`src/rtl/serial_bank_mapper.sv`:
```
module serial_bank_mapper #(
  parameter int SHIFT_W = 5,
  parameter int BANK_W  = 4
) (
  input  logic              clk,
  input  logic              rst_n,
  input  logic              cyc_en,
  input  logic              cpu_wr,
  input  logic              cpu_rd,
  input  logic [15:0]       cpu_addr,
  input  logic [7:0]        cpu_data,
  output logic [BANK_W-1:0] prg_bank,
  output logic              rom_ce,
  output logic [SHIFT_W-1:0] chr_lo_bank,
  output logic [SHIFT_W-1:0] chr_hi_bank
);
  localparam int CNT_W = $clog2(SHIFT_W + 1);
  localparam logic [CNT_W-1:0] LAST = CNT_W'(SHIFT_W - 1);

  logic [SHIFT_W-1:0] shift_q, ctrl_q, chr_lo_q, chr_hi_q, prg_q;
  logic [CNT_W-1:0]   cnt_q;
  logic               busy_q;

  wire map_wr = cyc_en & cpu_wr & cpu_addr[15];
  wire take   = map_wr & ~busy_q;
  wire full   = (cnt_q == LAST);
  wire [SHIFT_W-1:0] next_val = {cpu_data[0], shift_q[SHIFT_W-1:1]};

  always_ff @(posedge clk or negedge rst_n) begin
    if (!rst_n) begin
      shift_q  <= '0;
      cnt_q    <= '0;
      busy_q   <= 1'b0;
      ctrl_q   <= SHIFT_W'(5'b01100);
      chr_lo_q <= '0;
      chr_hi_q <= '0;
      prg_q    <= '0;
    end else if (cyc_en) begin
      busy_q <= map_wr;
      if (take) begin
        if (cpu_data[7]) begin
          shift_q     <= '0;
          cnt_q       <= '0;
          ctrl_q[3:2] <= 2'b11;
        end else if (!full) begin
          shift_q <= next_val;
          cnt_q   <= cnt_q + 1'b1;
        end else begin
          shift_q <= '0;
          cnt_q   <= '0;
          case (cpu_addr[14:13])
            2'd0: ctrl_q   <= next_val;
            2'd1: chr_lo_q <= next_val;
            2'd2: chr_hi_q <= next_val;
            default: prg_q <= next_val;
          endcase
        end
      end
    end
  end

  wire [BANK_W-1:0] sel = prg_q[BANK_W-1:0];
  wire              hi  = cpu_addr[14];

  always_comb begin
    case (ctrl_q[3:2])
      2'b10:   prg_bank = hi ? sel : '0;
      2'b11:   prg_bank = hi ? '1 : sel;
      default: prg_bank = {sel[BANK_W-1:1], hi};
    endcase
  end

  assign rom_ce      = cpu_rd & cpu_addr[15];
  assign chr_lo_bank = chr_lo_q;
  assign chr_hi_bank = chr_hi_q;

  assert_reset_write_R2: assert property (@(posedge clk) disable iff (!rst_n)
    (take && cpu_data[7]) |=> (cnt_q == '0 && ctrl_q[3:2] == 2'b11));

  assert_back_to_back_R5: assert property (@(posedge clk) disable iff (!rst_n)
    (map_wr && busy_q) |=> ($stable(shift_q) && $stable(cnt_q) && $stable(ctrl_q) && $stable(prg_q)));

  assert_idle_R6: assert property (@(posedge clk) disable iff (!rst_n)
    (!map_wr) |=> ($stable(shift_q) && $stable(cnt_q) && $stable(ctrl_q) && $stable(prg_q)
                   && $stable(chr_lo_q) && $stable(chr_hi_q)));

  assert_count_range_R3: assert property (@(posedge clk) disable iff (!rst_n)
    cnt_q <= LAST);

  assert_prg_load_R4: assert property (@(posedge clk) disable iff (!rst_n)
    (take && !cpu_data[7] && full && cpu_addr[14:13] == 2'b11) |=> (prg_q == $past(next_val) && cnt_q == '0));
endmodule

```
`config.mk`:
```
export PLATFORM = sky130hd
export DESIGN_NAME = serial_bank_mapper
export DESIGN_NICKNAME = d
export VERILOG_FILES = /design/src/rtl/serial_bank_mapper.sv
export SDC_FILE = /design/constraint.sdc
export NUM_CORES = 1
export LEC_CHECK = 0
export CORE_UTILIZATION = 46
export CTS_CLUSTER_SIZE = 30
export DETAILED_ROUTE_END_ITERATION = 10
export PLACE_DENSITY = 0.8
export SYNTH_ARGS = -nofsm -noshare
export SYNTH_HDL_FRONTEND = slang
export SYNTH_SLANG_ARGS = --single-unit
```
`constraint.sdc`:
```
create_clock -name clk -period 4.2 [get_ports clk]
set_clock_uncertainty 0.2 [all_clocks]
set_input_delay 0.84 -clock clk [delete_from_list [all_inputs] [get_ports clk]]
set_output_delay 0.84 -clock clk [all_outputs]
set_load 0.05 [all_outputs]
```
==> summary by stage <==
Status
The run finished with clean final reports.

Clock tree
The count of cells resized by post-cts repair is 0. The H-tree depth is 1. The clock latency at the later pin of the worst-skew pair is 0.31 ns.

The worst-case clock buffer depth is 2. Clock tree synthesis inserted a total of 3 buffers. In this run the clock root is driven by a sky130_fd_sc_hd__clkbuf_4.

TritonCTS built the clock tree. The hold buffer count at cts is 0. After clock tree synthesis, the setup repair step added 0 buffers. The number of clock sinks is 24.

Clock-pin slew was measured on the worst setup and hold paths at 0.12 ns.

Timing
The fraction of the cycle the final worst path needs is 0.8587. The routed design could run at a clock period as short as 3.606 ns. The worst-case headroom to the max-slew limit is 0.3216. The setup TNS after final layout is 0 ns. The number of endpoints with negative hold slack in the final report is 0. The transition time of the tightest slew-check pin is 1.014 ns. The maximum operating frequency is 277.3 MHz. The final-report max-slew violation count is 0. The setup violation total in the final timing report is 0. The worst hold margin is 0.3191 ns.

Setup repair after global routing left no endpoint under its margin.

GRT
Entering global routing, the biggest net connects 25 pins. In the global route stage, overall resource usage came out at 0.1897. The initial antenna violation count came to 0. The total global routing overflow is 0. The wire length of the first global-routing pass is 3.767 mm. The via count of the first global-routing pass is 887.

Routing
In this run the remaining antenna-violating nets after routing total 0. The total number of vias is 826. The DRC violations left is 0. The routed length per placed instance is 14.88 microns. The routed design has 2.157 mm of wire.

Dividing the detail-routed via count by the number of cells gives 5.697. The number of violations reported at the end of detailed-routing iteration 0 is 20. The total iterations of the first detailed-routing run is 4.

Yosys
The async set or reset register ratio after synthesis is 1.000. In this run, synthesis produced a sequential element count of 24. The commonest register cell after synthesis is sky130_fd_sc_hd__dfrtp_1. The synthesized cell area is 1147 sq um. The fraction of the yosys area taken by sequential cells is 0.5256.

The count of synthesis-stage warnings from yosys is 0. The number of nets produced by synthesis is 122. A synthesized cell averages 12.61 sq um. Synthesis handed over a netlist of 91 instances. In this run, synthesis inferred 0 flip-flops with an integrated enable.

The netlist uses 28 different library cells.

Die
The floorplan core area is 2276 sq um. During I/O placement, the number of pins put on the boundary was 44. The x dimension of the die is 51.94 microns. The floorplan has 17 rows. The floorplan step defined a die boundary enclosing 2698 sq um. The vertical extent of the die is 51.94 microns.

The initial utilization of the core area, before any placement, comes to 0.5041.

Critical path
The endpoint kind of the worst setup timing path is a primary output. The reg-to-reg endpoint is prg_q[3]. The path type of the worst setup path is input pin to primary output. By instance count, the cell type seen most on the critical path is sky130_fd_sc_hd__clkdlybuf4s50_1.

In this design, the stage delay of the slowest critical-path cell is 0.80 ns. The endpoint of the most critical setup path is prg_bank[0]. The data required time of the critical path is 3.16 ns.

The worst-case reg-to-reg path depth is 5. On the critical path, the stage with the largest delay is an instance of sky130_fd_sc_hd__clkdlybuf4s50_1. In this run the worst path has a maximum fanout of 9. Setup slack on the worst reg-to-reg path comes out at 2.14 ns. Tracing the worst setup path back leads to its startpoint at cpu_addr[14]. The startpoint identified for the worst register-to-register timing path is cnt_q[0]. The critical path goes through clkdlybuf4s50_1, a21oi_1, nor2_1, clkdlybuf4s50_1. The worst setup path is launched from an input pin.

Data on the critical path arrives at its endpoint at 2.57 ns.

Cells and area
The repair_antennas step left the layout with diodes totalling 0. The most common library cell in the layout ignoring fill and taps is sky130_fd_sc_hd__clkdlybuf4s50_1. The top cell types in the final layout, fill and taps aside, are sky130_fd_sc_hd__clkdlybuf4s50_1 (24), sky130_fd_sc_hd__dfrtp_1 (22), sky130_fd_sc_hd__mux2_2 (11). For this run, the share of the core covered by cells in the final layout is 0.6449. The area growth from synthesis to final layout is 27.92%. Registers take 603.1 sq um. The number of fill cells is 169. After the last flow step, the layout net total stands at 149. The count of non-filler cells in the finished layout is 145.

The fraction of final layout cells with drive strength greater than 1 is 0.2564. The total non-filler cell area in the finished layout is 1468 sq um. The multi-input combinational cells in the finished layout cover a total of 521.8 sq um.

Placement
The half-perimeter wire length after detailed placement is 1.570 mm. The final weighted congestion in routability-driven placement is 0.7521. After detailed placement, the design holds a cell count of 141.

The count of input and output buffers is 24. Once placement finished, the instance area stood at 1415 sq um.

Power
The clock share of power is 0.324. The sequential cell fraction of total power is 0.521. Of the total power, the share spent switching nets is 0.2478. Power spread over the standard cell area amounts to 343.2 nW/um^2.

In this run the static leakage power is 0.6625 nW. In this run the power spent charging and discharging nets is 124.8 uW. The internal cell power is 378.9 uW. The largest voltage drop on the vdd net is 0.3423 mV. Of the total power, combinational logic draws 0.156.

Job
The tool flagged a number of max-cap violations equal to 0.

Hold path
In this run the worst hold path is classified as flip-flop to flip-flop.
[registers in the layout, summed over array words and instances, names as in the netlist]
name         flops
chr_hi_bank      5
chr_lo_bank      5
prg_q            4
shift_q          4
cnt_q            3
ctrl_q           2
busy_q           1
[cells by family after synthesis]
kind of cell    synth area share
flops                     0.5256
simple gates              0.1570
compound gates            0.1156
mux                       0.1603
buf+inv                  0.01963
fa+ha+maj                0.02181
[how the worst min path moves through the flow]
stage,depth (start not counted),to,start,slack (ns)
after CTS,1,chr_hi_bank[3],chr_hi_bank[3],0.32
after global routing,1,chr_hi_bank[1],chr_hi_bank[1],0.33
final,1,chr_hi_bank[3],chr_hi_bank[3],0.32
after global placement,1,chr_hi_bank[1],chr_hi_bank[1],0.29
after detailed placement,1,chr_hi_bank[0],chr_hi_bank[0],0.29
after floorplan,1,prg_q[0],prg_q[0],0.30
[metal layers]
layer | wire [microns] | global-route usage
met3 | 91 | 0.02924
met2 | 1086 | 0.3397
met1 | 958 | 0.2218
met5 | 0 | 0
met4 | 21 | 0.08108
[power groups by stage]
stage / Sequential (mW) / Clock, mW / Combinational [mW]
after floorplan: 0.265 / 0 / 0.0474
after global placement: 0.265 / 0 / 0.0742
after detailed placement: 0.267 / 0 / 0.0786
after CTS: 0.262 / 0.168 / 0.0790
after global routing: 0.265 / 0.172 / 0.0861
final: 0.262 / 0.163 / 0.0783
[layout make-up]
type,count,share of cell area
clock buffers,3,0.01535
clock inverters,1,0.02046
inverters,4,0.01023
multi-input cells,61,0.3555
flip-flops and latches,24,0.4109
well taps,28,0.02387
repair buffers,24,0.1637
[worst max-delay path, delay by kind of cell]
kind	cells	cell delay [ns]
compound gates	1	0.13
simple gates	1	0.10
buf+inv	2	1.50
[stage by stage]
stage / power [mW] / setup WS, ns
after floorplan: 0.3128 / 1.291
after global placement: 0.3396 / 0.6382
after detailed placement: 0.3452 / 0.6088
after CTS: 0.5093 / 0.5949
after global routing: 0.5233 / 0.4972
final: 0.5037 / 0.5936
[synth_stat cells (all sizes together) (2+ instances only)]
master	number	share of area
a21oi	10	0.044
a22o	4	0.034
and2	2	0.011
clkbuf	2	0.0065
dfrtp	22	0.48
dfstp	2	0.046
ha	2	0.022
inv	4	0.013
mux2	15	0.16
nand2b	2	0.011
nand3	2	0.0087
nor2	6	0.020
o21ai	3	0.013
o22ai	2	0.011
or2	2	0.011
Power figures use the tool's default switching activity.
